<file path="src/rtl/txfifo_pkg.sv">
package txfifo_pkg;

  // Strobes from the control unit to the storage datapath
  typedef struct packed {
    logic doWrite;   // store the bus word at the write pointer
    logic doRead;    // head word consumed by the shift register
    logic flush;     // queue disabled, pointers forced to zero
  } fifoStrobe_t;

endpackage

</file>
<file path="src/rtl/txfifo_ctrl.sv">
module txfifo_ctrl
  import txfifo_pkg::*;
#(
  parameter int DEPTH = 16,
  localparam int PW = $clog2(DEPTH),
  localparam int CW = $clog2(DEPTH + 1)
) (
  input  logic          clk,
  input  logic          rstN,
  input  logic          fifoEn,
  input  logic          wrEn,
  input  logic          advance,
  input  logic          txActive,
  input  logic          clrUnderrun,
  output fifoStrobe_t   strobe,
  output logic [PW-1:0] wrPtr,
  output logic [PW-1:0] rdPtrNext,
  output logic          fullFlag,
  output logic          emptyFlag,
  output logic          halfEmptyFlag,
  output logic          dataAvail,
  output logic          underrunFlag
);

  localparam int HALF = DEPTH / 2;
  localparam logic [CW-1:0] CNT_FULL = CW'(DEPTH);
  localparam logic [CW-1:0] CNT_HALF = CW'(HALF);
  localparam logic [PW-1:0] PTR_LAST = PW'(DEPTH - 1);

  logic [PW-1:0] rdPtr;
  logic [CW-1:0] wordCnt;
  logic          isFull, isEmpty, underrunEvt, underrunQ;

  function automatic logic [PW-1:0] bump(input logic [PW-1:0] p);
    return (p == PTR_LAST) ? '0 : p + 1'b1;
  endfunction

  assign isFull  = (wordCnt == CNT_FULL);
  assign isEmpty = (wordCnt == '0);

  always_comb begin
    strobe.flush   = !fifoEn;
    strobe.doWrite = fifoEn && wrEn && !isFull;
    strobe.doRead  = fifoEn && advance && !isEmpty;
  end

  assign underrunEvt = fifoEn && advance && txActive && isEmpty;
  assign rdPtrNext   = strobe.flush  ? '0 :
                       strobe.doRead ? bump(rdPtr) : rdPtr;

  always_ff @(posedge clk) begin
    if (!rstN || strobe.flush) begin
      wrPtr   <= '0;
      rdPtr   <= '0;
      wordCnt <= '0;
    end else begin
      rdPtr <= rdPtrNext;
      if (strobe.doWrite) wrPtr <= bump(wrPtr);
      case ({strobe.doWrite, strobe.doRead})
        2'b10:   wordCnt <= wordCnt + 1'b1;
        2'b01:   wordCnt <= wordCnt - 1'b1;
        default: wordCnt <= wordCnt;
      endcase
    end
  end

  // Sticky record: a new event outranks a clear on the same edge
  always_ff @(posedge clk) begin
    if (!rstN || !fifoEn)  underrunQ <= 1'b0;
    else if (underrunEvt)  underrunQ <= 1'b1;
    else if (clrUnderrun)  underrunQ <= 1'b0;
  end

  assign fullFlag      = fifoEn && isFull;
  assign emptyFlag     = fifoEn && isEmpty;
  assign dataAvail     = fifoEn && !isEmpty;
  assign halfEmptyFlag = fifoEn && ((CNT_FULL - wordCnt) >= CNT_HALF);
  assign underrunFlag  = fifoEn && underrunQ;

endmodule

</file>
<file path="src/rtl/txfifo_dpath.sv">
module txfifo_dpath
  import txfifo_pkg::*;
#(
  parameter int DEPTH  = 16,
  parameter int DATA_W = 32,
  localparam int PW = $clog2(DEPTH)
) (
  input  logic              clk,
  input  logic              rstN,
  input  fifoStrobe_t       strobe,
  input  logic [PW-1:0]     wrPtr,
  input  logic [PW-1:0]     rdPtrNext,
  input  logic [DATA_W-1:0] wrData,
  output logic [DATA_W-1:0] outWord
);

  logic [DATA_W-1:0] store [DEPTH];
  logic              bypass, reload;

  always_ff @(posedge clk) begin
    if (strobe.doWrite) store[wrPtr] <= wrData;
  end

  // A word written into the slot that becomes the head is forwarded directly
  assign bypass = strobe.doWrite && (wrPtr == rdPtrNext);
  assign reload = strobe.doWrite || strobe.doRead || strobe.flush;

  always_ff @(posedge clk) begin
    if (!rstN)       outWord <= '0;
    else if (reload) outWord <= bypass ? wrData : store[rdPtrNext];
  end

endmodule

</file>
<file path="src/rtl/txfifo_top.sv">
module txfifo_top
  import txfifo_pkg::*;
#(
  parameter int DEPTH  = 16,
  parameter int DATA_W = 32
) (
  input  logic              clk,
  input  logic              rstN,
  input  logic              fifoEn,
  input  logic              wrEn,
  input  logic [DATA_W-1:0] wrData,
  input  logic              advance,
  input  logic              txActive,
  input  logic              clrUnderrun,
  output logic [DATA_W-1:0] outWord,
  output logic              fullFlag,
  output logic              emptyFlag,
  output logic              halfEmptyFlag,
  output logic              dataAvail,
  output logic              underrunFlag
);

  localparam int PW = $clog2(DEPTH);

  fifoStrobe_t   strobe;
  logic [PW-1:0] wrPtr, rdPtrNext;

  txfifo_ctrl #(.DEPTH(DEPTH)) ctrl_i (
    .clk(clk), .rstN(rstN), .fifoEn(fifoEn), .wrEn(wrEn),
    .advance(advance), .txActive(txActive), .clrUnderrun(clrUnderrun),
    .strobe(strobe), .wrPtr(wrPtr), .rdPtrNext(rdPtrNext),
    .fullFlag(fullFlag), .emptyFlag(emptyFlag), .halfEmptyFlag(halfEmptyFlag),
    .dataAvail(dataAvail), .underrunFlag(underrunFlag)
  );

  txfifo_dpath #(.DEPTH(DEPTH), .DATA_W(DATA_W)) dpath_i (
    .clk(clk), .rstN(rstN), .strobe(strobe), .wrPtr(wrPtr),
    .rdPtrNext(rdPtrNext), .wrData(wrData), .outWord(outWord)
  );

endmodule

</file>
<file path="config.mk">
export PLATFORM = sky130hd
export DESIGN_NAME = txfifo_top
export DESIGN_NICKNAME = d
export VERILOG_FILES = /design/src/rtl/txfifo_pkg.sv /design/src/rtl/txfifo_ctrl.sv /design/src/rtl/txfifo_dpath.sv /design/src/rtl/txfifo_top.sv
export SDC_FILE = /design/constraint.sdc
export NUM_CORES = 1
export LEC_CHECK = 0
export CAP_MARGIN = 20
export CORE_MARGIN = 2
export CORE_UTILIZATION = 40
export DETAILED_ROUTE_END_ITERATION = 7
export PLACE_DENSITY_LB_ADDON = 0.1
export REMOVE_ABC_BUFFERS = 1
export SETUP_SLACK_MARGIN = 0.5
export SLEW_MARGIN = 0
export SYNTH_ARGS = -nofsm -noshare
export SYNTH_HDL_FRONTEND = slang
export SYNTH_SLANG_ARGS = --single-unit
</file>
<file path="constraint.sdc">
create_clock -name clk -period 4.94 [get_ports clk]
set_input_delay 0.988 -clock clk [delete_from_list [all_inputs] [get_ports clk]]
set_output_delay 0.988 -clock clk [all_outputs]
set_load 0.01 [all_outputs]
</file>
; ---- Word-level counts from Yosys, hierarchy flattened
; Memory sizes are Yosys's and may differ from the RTL's. A register that Yosys moved wholly into a read port is not among the register bits.
; Cells that the tools add are included.
[totals]
in_bits = 39
ramBits = 512
register_bits = 14
n_memories = 1
[memory_table]
columns = name, words, word_bits, read_ports, rd_ports_with_merged_regs, wr, line
row1 = dpath_i.store, 16, 32, 1, 1, 1, txfifo_dpath.sv:17  ; logic [DATA_W-1:0] store [DEPTH];
[classes]
reduce_logical = 22
n_lt_le_gt_ge = 1
add_sub_neg = 5
n_eq_ne = 5
muxes = 9
[ops]
columns = cell, n
row1 = 4-bit 2-to-1 mux, 4
row2 = 1-bit logical AND, 11
row3 = 5-bit case mux with 2 select lines, 1
row4 = 4-bit by 1-bit adder with 4-bit output (second input constant), 2
row5 = 4-bit equality test (second input constant), 2
row6 = 5-bit by 1-bit adder with 5-bit output (second input constant), 1
row7 = 5-bit equality test (second input constant), 1
row8 = 5-bit by 4-bit greater-or-equal comparator with 1-bit output (second input constant), 1
row9 = 1-bit zero test, 5
row10 = 5-bit zero test, 1
row11 = 5-bit by 1-bit subtractor with 5-bit output (second input constant), 1
row12 = 5-bit subtractor (first input constant), 1
row13 = 1-bit 2-to-1 mux, 4
row14 = 2-bit nonzero test, 2
row15 = 1-bit logical OR, 3
row16 = 2-bit by 1-bit equality test with 1-bit output (second input constant), 1
row17 = 2-bit equality test (second input constant), 1

; ---- Longest topological paths before layout
; Gate-level depths: netlist (run 1).
[logic_depth]
ltp_word = 5
ltp_mapped = 17
ltp_nobuf = 15

; ---- By module
; Synthesis (run 1) repeated with hierarchy kept, for this count alone.
[unflattened]
hier_cells = 1170
area_unflattened_um2 = 22006.1
[modules_own_cells]
columns = mod, area_per_inst_um2, cells_per_inst, instances, seq_area_each_um2
row1 = txfifo_dpath, 21077.7, 1055, 1, 16015.4
row2 = txfifo_ctrl, 928.4, 115, 1, 280.3

; ---- Worst setup path after synthesis (run 1)
; OpenSTA, ideal clock, no wires.
[synth_timing]
path_kind = input-to-reg
start = input fifoEn
end = memory dpath_i.store[3][0], enable pin
slack_ns = 0.671
arrival_time_ns = 3.808
stages = 5
required_ns = 4.479
path_cell_list = buf_2 -> nand2_1 -> nor2_2 -> nand2_1 -> nor3_1
[synth_between]
elab_chain_len = 4
[synth_lines]
columns = item, line
row1 = "start, declared", txfifo_top.sv:9  ; input logic fifoEn,
row2 = 1-bit logical AND (2 in a row), txfifo_ctrl.sv:43  ; strobe.doWrite = fifoEn && wrEn && !isFull;
row3 = 1-bit 2-to-1 mux, txfifo_dpath.sv:21  ; if (strobe.doWrite) store[wrPtr] <= wrData;
row4 = 1-bit 2-to-1 mux (not written as such), txfifo_dpath.sv:21
row5 = "end, declared", txfifo_dpath.sv:17
; No other way between the ends.

; ---- Final worst setup path (run 1)
[layout_timing]
start = register ctrl_i.wordCnt[1]
end = register dpath_i.outWord[29], read port of dpath_i.store
[layout_between]
elab_chain_len = 5
elab_cells_between_ends = 10
[layout_lines]
columns = item, line
row1 = "start, declared", txfifo_ctrl.sv:31  ; logic [CW-1:0] wordCnt;
row2 = "start signal, assigned", txfifo_ctrl.sv:60  ; 2'b10: wordCnt <= wordCnt + 1'b1;
row3 = "start signal, assigned", txfifo_ctrl.sv:61  ; 2'b01: wordCnt <= wordCnt - 1'b1;
row4 = "start signal, assigned", txfifo_ctrl.sv:62  ; default: wordCnt <= wordCnt;
row5 = 5-bit zero test / 5-bit equality test (equally long branches), "txfifo_ctrl.sv:39, txfifo_ctrl.sv:38"
row6 = 1-bit zero test (on tied branches), "txfifo_ctrl.sv:44, txfifo_ctrl.sv:43"
row7 = 1-bit logical AND (on tied branches), "txfifo_ctrl.sv:44, txfifo_ctrl.sv:43"
row8 = 4-bit 2-to-1 mux / 1-bit logical OR (equally long branches), "txfifo_ctrl.sv:49, txfifo_dpath.sv:26"
row9 = 4-bit 2-to-1 mux / 1-bit logical OR (equally long branches), "txfifo_ctrl.sv:48, txfifo_dpath.sv:26"
row10 = "end, declared", txfifo_dpath.sv:14  ; output logic [DATA_W-1:0] outWord
; Parallel ways exist; a longest one is shown, timed or not.
; A chain may end at the register's enable or synchronous reset.

==> results.tsv, run 1 <==
stage	metric	value	unit
synthesis	synth-edff-count	512	
power_and_ir_drop	pwr-share-clk	47.0	%
cells_and_area	area_growth	18.86	%
global_routing	grt_pass1_wl	88150	µm
sta	setup_viol	0	
flow_run	max_cap_violations	0	
route	routed-via-count	13120	
placed_design	dp_slack	0.7762	ns
route	drcViolationCount	0	
setup_path	cp-start-kind	flip-flop	
placed_design	finalWeightedCongestion	0.7320	
clock_tree	ctsHtreeMaxLevel	2	
route	ant_nets	0	
global_routing	grt_use_total	21.10	%
synthesis	ys.flop_type	edfxtp_1	
route	wl_per_cell	25.95	µm
power_and_ir_drop	ir_drop	0.0002413	V
synthesis	ys_ff_latch	558	
synthesis	synth_cells	1459	
power_and_ir_drop	switching_share	19.73	%
floorplanning	die_y	238.9	µm
floorplanning	rows	86	
power_and_ir_drop	p_per_area	401.5	mW/mm²
setup_path	cp-end-kind	flip-flop	
clock_tree	cts_made_buffers	58	
cells_and_area	fin_area	0.02623	mm²
synthesis	async_flop_share	0	%
cells_and_area	drive_gt1_share	11.45	%
floorplanning	chipWidth	238.9	µm
sta	hold_viol	0	
floorplanning	start_util	40.28	%
synthesis	synth_top_area_share	69.68	%
power_and_ir_drop	power_switching	2.077	mW
sta	worst_pin_slew	0.9365	ns
cells_and_area	finalNetCount	1590	
clock_tree	path_clk_slew	0.06	ns
clock_tree	cts_hold_buf	0	
sta	min_period_over_period	74.07	%
clock_tree	cts-root-buf	clkbuf_16	
power_and_ir_drop	power.internal	8.452	mW
cells_and_area	final_common_cell	edfxtp_1	
setup_path	crit_required	5.40	ns
sta	slew_headroom	37.33	%
floorplanning	coreArea	0.05477	mm²
sta	finalCriticalPeriod	3.659	ns
sta	drv_slew	0	
placed_design	dp_hpwl	31980	µm
setup_path	critPathArrivalTime	4.12	ns
global_routing	grt_max_degree	128	
setup_path	r2r_setup_slack	1.28	ns
hold_path	hp-class	reg2reg	
power_and_ir_drop	p_comb_share	3.4	%
synthesis	synth-seq-area-share	73.86	%
route	postRouteWirelength	59490	µm
clock_tree	cts.sinks	558	
setup_path	path_class	reg2reg	
global_routing	first_global_vias	13050	
power_and_ir_drop	leakagePower	9.424	nW
cells_and_area	num_antenna_cells	0	
clock_tree	postCtsResizedCells	0	
setup_path	cp_max_fo	52	
sta	fin_worst_skew	0.01825	ns
sta	setup_slack	1.281	ns
sta	rsz0062_at_grt	false	
placed_design	port_buffers	75	
synthesis	yosys.area.top_type	edfxtp_1	
global_routing	gr-total-overflow	0	
power_and_ir_drop	seqPwrFrac	49.6	%
clock_tree	clock_path_buffers	3	
cells_and_area	n_fill_cell	4649	
synthesis	syn_area_per_cell	15.12	µm²
clock_tree	postCtsSetupBuffers	0	
route	first_pass_iters	5	
cells_and_area	final_cell_mix	512 x edfxtp_1, 214 x nand2_1, 139 x a21oi_1	
global_routing	antenna_found_initial	2	
route	drt_iter0_drc	1108	
clock_tree	clk_latency	0.61	ns
synthesis	netlist_top_cells_area	edfxtp_1 70%, mux2i_1 5.8%, a221oi_1 5.0%	
placed_design	place_area	0.02403	mm²
floorplanning	die-area	0.05705	mm²
synthesis	ys_types	50	
route	viasPerCell	5.723	
sta	timing.fmax	273.3	MHz
synthesis	ys_warn_count	0	
status	status	completed	
sta	finalSetupTns	0	ns
clock_tree	cts_tree	built	
synthesis	synth.cell_area	0.02206	mm²
floorplanning	io-pin-count	76	
through the flow:
| stage | std cells | utilization, % | power, mW | hold WS, ns |
|---|---|---|---|---|
| 2_1_floorplan | 1353 | - | 5.459 | 0.4405 |
| 5_1_grt | 2293 | 47.88 | 10.84 | 0.5122 |
| 3_5_place_dp | 2184 | 43.87 | 5.687 | 0.4695 |
| 4_1_cts | 2293 | 47.88 | 10.63 | 0.4783 |
| 6_report | 2293 | 47.88 | 10.53 | 0.4757 |
| 3_3_place_gp | 2184 | 43.87 | 5.682 | 0.4563 |
cells by family after synthesis:
logic type,after synthesis,synth area share (%)
buffers and inverters,113,2.421
AOI/OAI and AO/OA,355,11.41
DFF,558,73.86
muxes,129,5.875
xor gates and xnor gates,15,0.5954
and+or+nand+nor,278,5.217
adders and majority gates,11,0.6238
final timing paths:
kind                                        start             endpoint  depth (start not counted)
worst max-delay path            ctrl_i.wordCnt[1]  dpath_i.outWord[29]                         10
worst min-delay path             ctrl_i.underrunQ     ctrl_i.underrunQ                          2
worst max register to register  ctrl_i.wordCnt[1]  dpath_i.outWord[29]                         10
worst min register to register   ctrl_i.underrunQ     ctrl_i.underrunQ                          2
cell type report:
cell class / instances / area (µm²) / area share [%]
clock buffer: 71 / 1592 / 6.069
clock inverter: 38 / 604.3 / 2.304
inverter: 7 / 26.28 / 0.1002
multi-input combinational: 788 / 5428 / 20.70
sequential: 558 / 16300 / 62.14
tap: 704 / 880.8 / 3.359
timing repair buffer: 127 / 1399 / 5.334
metal layers:
metal	track usage (%)	up-vias	routed length, µm
met4	5.530	4	1276
met1	29.50	6750	26880
met5	0	-	29
met2	34.43	347	28550
met3	3.349	90	2754
li1	-	5932	-
cells in the mapped netlist (all sizes together), types with 2 or more instances:
| cell | number |
|---|---|
| edfxtp | 512 |
| a211oi | 5 |
| xnor2 | 11 |
| o211ai | 32 |
| buf | 52 |
| a31o | 2 |
| nor2b | 2 |
| mux2i | 128 |
| nand2b | 7 |
| nand2 | 216 |
| nand3 | 2 |
| ha | 11 |
| o22ai | 2 |
| xor2 | 4 |
| and2 | 7 |
| a31oi | 3 |
| inv | 7 |
| nand3b | 2 |
| dfxtp | 46 |
| nor2 | 25 |
| nand4 | 2 |
| nor3 | 7 |
| clkbuf | 54 |
| a21oi | 139 |
| o21ai | 7 |
| o41ai | 32 |
| a221oi | 126 |
| and3 | 2 |
| nand4b | 2 |
registers in the layout, summed over array words and instances (netlist names):
register	cells
ctrl_i.wrPtr	4
ctrl_i.wordCnt	5
dpath_i.store	512
ctrl_i.underrunQ	1
ctrl_i.rdPtr	4
dpath_i.outWord	32
critical path, cell delays in order, from the launching register on:
cell      delay [ns]
dfxtp_1         0.40
nor4_1          0.51
ha_1            0.37
nor2b_4         0.11
mux2_4          0.36
nand2_8         0.36
buf_4           0.39
mux2i_1         0.25
a221oi_1        0.11
o41ai_1         0.41
o211ai_1        0.15
power by group through the flow:
| stage | sequential [mW] | combinational, mW | clock [mW] |
|---|---|---|---|
| finish | 5.22 | 0.361 | 4.95 |
| global route | 5.22 | 0.391 | 5.22 |
| CTS | 5.22 | 0.367 | 5.05 |
| detailed placement | 5.32 | 0.366 | 0 |
| global placement | 5.32 | 0.361 | 0 |
| floorplan | 5.32 | 0.138 | 0 |
Power figures use the tool's default switching activity.
==> run 2: changes to the inputs <==
clock period = 3.7 ns   (was 4.94 ns; I/O delays follow)
==> run 2 against run 1 <==
Clock skew fell by 0.00078 ns. First-iteration DRC count fell by 0.45%. Worst setup slack got worse by 0.65 ns. Cell count rose by 1.2%. Largest power group unchanged. Design area fell by 0.16%. Non-clock buffer count rose by 24. Critical path depth fell by 6. Global-route usage fell by 0.27 points. Clock power rose by 17%. Highest routed layer unchanged. Via count rose by 0.91%. Die area did not move.
==> results.tsv, run 2 (same netlist as run 1, synthesis figures left out) <==
stage	metric	value	unit	change
status	status	completed		unchanged
floorplanning	start_util	40.28	%	unchanged
clock_tree	clock_path_buffers	3		unchanged
placed_design	port_buffers	75		unchanged
power_and_ir_drop	p_total	13.24	mW	was 10.53 mW
floorplanning	chipWidth	238.9	µm	unchanged
sta	setup_viol	0		unchanged
cells_and_area	largestRegisters	dpath_i.store: 512 flops, dpath_i.outWord: 32 flops, ctrl_i.wordCnt: 5 flops		unchanged
sta	rsz0062_at_grt	false		unchanged
setup_path	crit_required	2.96	ns	was 5.40 ns
power_and_ir_drop	ir_drop	0.0004451	V	was 0.0002413 V
sta	slew_headroom	55.11	%	was 37.33%
route	postRouteWirelength	59010	µm	was 59490 µm
clock_tree	cts-root-buf	clkbuf_16		unchanged
clock_tree	cts_tree	built		unchanged
power_and_ir_drop	p_per_area	505.8	mW/mm²	was 401.5 mW/mm²
route	routed-via-count	13240		was 13120
global_routing	antenna_found_initial	3		was 2
setup_path	r2r_start	ctrl_i.wordCnt[1]		unchanged
clock_tree	cts_made_buffers	59		was 58
cells_and_area	final_cell_mix	512 x edfxtp_1, 214 x nand2_1, 139 x a21oi_1		unchanged
global_routing	grt_use_total	20.83	%	was 21.10%
global_routing	gr-total-overflow	0		unchanged
cells_and_area	regMostFlops	dpath_i.store		unchanged
sta	finalCriticalPeriod	3.065	ns	
placed_design	dp_hpwl	31240	µm	was 31980 µm
setup_path	cp_max_fo	9		was 52
cells_and_area	final_common_cell	edfxtp_1		unchanged
setup_path	cp-start-kind	flip-flop		unchanged
cells_and_area	n_fill_cell	4674		was 4649
setup_path	cp-end-kind	primary output		was flip-flop
sta	min_period_over_period	82.83	%	
floorplanning	die-area	0.05705	mm²	unchanged
setup_path	path_class	reg2out		was reg2reg
cells_and_area	area_growth	18.67	%	was 18.86%
cells_and_area	drive_gt1_share	12.62	%	was 11.45%
clock_tree	cts_hold_buf	0		unchanged
floorplanning	coreArea	0.05477	mm²	unchanged
hold_path	hp-class	reg2reg		unchanged
sta	holdWs	0.4666	ns	was 0.4757 ns
route	viasPerCell	5.708		was 5.723
setup_path	critPathArrivalTime	2.32	ns	was 4.12 ns
clock_tree	clk_latency	0.63	ns	was 0.61 ns
global_routing	grt_max_degree	53		was 128
sta	hold_viol	0		unchanged
sta	drv_slew	0		unchanged
route	wl_per_cell	25.43	µm	was 25.95 µm
power_and_ir_drop	leakagePower	9.478	nW	was 9.424 nW
route	first_pass_iters	5		unchanged
sta	worst_pin_slew	0.6733	ns	was 0.9365 ns
clock_tree	cts.sinks	558		unchanged
setup_path	r2r_end	dpath_i.outWord[15]		was dpath_i.outWord[29]
floorplanning	die_y	238.9	µm	unchanged
flow_run	max_cap_violations	0		unchanged
sta	fin_worst_skew	0.01747	ns	was 0.01825 ns
route	drt_iter0_drc	1103		was 1108
floorplanning	io-pin-count	76		unchanged
setup_path	critPathLaunch	ctrl_i.wordCnt[1]		unchanged
sta	timing.fmax	326.3	MHz	
global_routing	grt_pass1_wl	86900	µm	was 88150 µm
clock_tree	ctsHtreeMaxLevel	2		unchanged
route	drcViolationCount	0		unchanged
setup_path	reg2regPathDepth	11		was 10
setup_path	setup.worst_path.end	emptyFlag		was dpath_i.outWord[29]
cells_and_area	finalNetCount	1615		was 1590
global_routing	first_global_vias	12990		was 13050
clock_tree	path_clk_slew	0.06	ns	about the same
floorplanning	rows	86		unchanged
route	ant_nets	0		unchanged
cells_and_area	num_antenna_cells	0		unchanged
hold_path	min_path_cells	2		unchanged
placed_design	finalWeightedCongestion	0.7411		was 0.7320
cells_and_area	largest_register_ffs	512		unchanged
setup_path	r2r_setup_slack	0.67	ns	was 1.28 ns
[run 2: cell types whose count changed in the layout (fill, tap and decap cells not counted), sizes merged]
cell           previous run  this run
dlymetal6s2s              0         1
inv                       9         8
clkbuf                   71        84
buf                      53        77
bufinv                   16         3
clkinvlp                  2         0
clkdlybuf4s50            74        73
clkinv                   18        24
[run 2: stage by stage]
stage | setup slack, ns | TNS (ns) | cell area [µm²] | cells | util [%]
floorplan | -5.607 | -198.01 | 21560 | 1353 | -
global placement | 0.3335 | 0 | 24210 | 2207 | 44.21
detailed placement | 0.3084 | 0 | 24210 | 2207 | 44.21
CTS | 0.5242 | 0 | 26160 | 2320 | 47.76
global route | 0.5097 | 0 | 26180 | 2320 | 47.80
finish | 0.6354 | 0 | 26180 | 2320 | 47.80
[run 2: worst min-delay path by stage]
stage                                  end        startpoint
after detailed placement  ctrl_i.underrunQ  ctrl_i.underrunQ
after CTS                 ctrl_i.underrunQ  ctrl_i.underrunQ
after global placement    ctrl_i.underrunQ  ctrl_i.underrunQ
after global routing      ctrl_i.underrunQ  ctrl_i.underrunQ
after floorplan           ctrl_i.underrunQ  ctrl_i.underrunQ
final                     ctrl_i.underrunQ  ctrl_i.underrunQ
[run 2: power breakdown]
group          internal [mW]  switching, mW
Sequential              6.94         0.0318
Clock                   3.35           2.43
Combinational          0.196          0.300
[run 2: area by class of cell]
class	instances	area, µm²	area share (%)
sequential	558	16300	62.25
timing repair buffer	151	1598	6.102
tap	704	880.8	3.364
clock buffer	84	1670	6.380
clock inverter	28	249.0	0.9510
inverter	7	26.28	0.1004
multi-input combinational	788	5460	20.85
[run 2: critical path, stage by stage (launching register included)]
cell and delay [ns]:
dfxtp_2 0.37, nor4_4 0.32, ha_2 0.31, and2_1 0.17, clkdlybuf4s50_1 0.54
[run 2: layer usage]
metal	share of wire [%]	GRT usage, %	vias up
li1	-	-	5970
met1	47	30.97	6830
met2	46	32.02	358
met3	5.1	3.337	81
met4	2.0	5.133	4
met5	0.047	0	-
[run 2: repair_timing]
action,CTS,global route
setup buffers,1,0
endpoints found under the setup margin,29,10
pin swaps,1,1
hold endpoints to repair,0,0
resized for setup,3,6
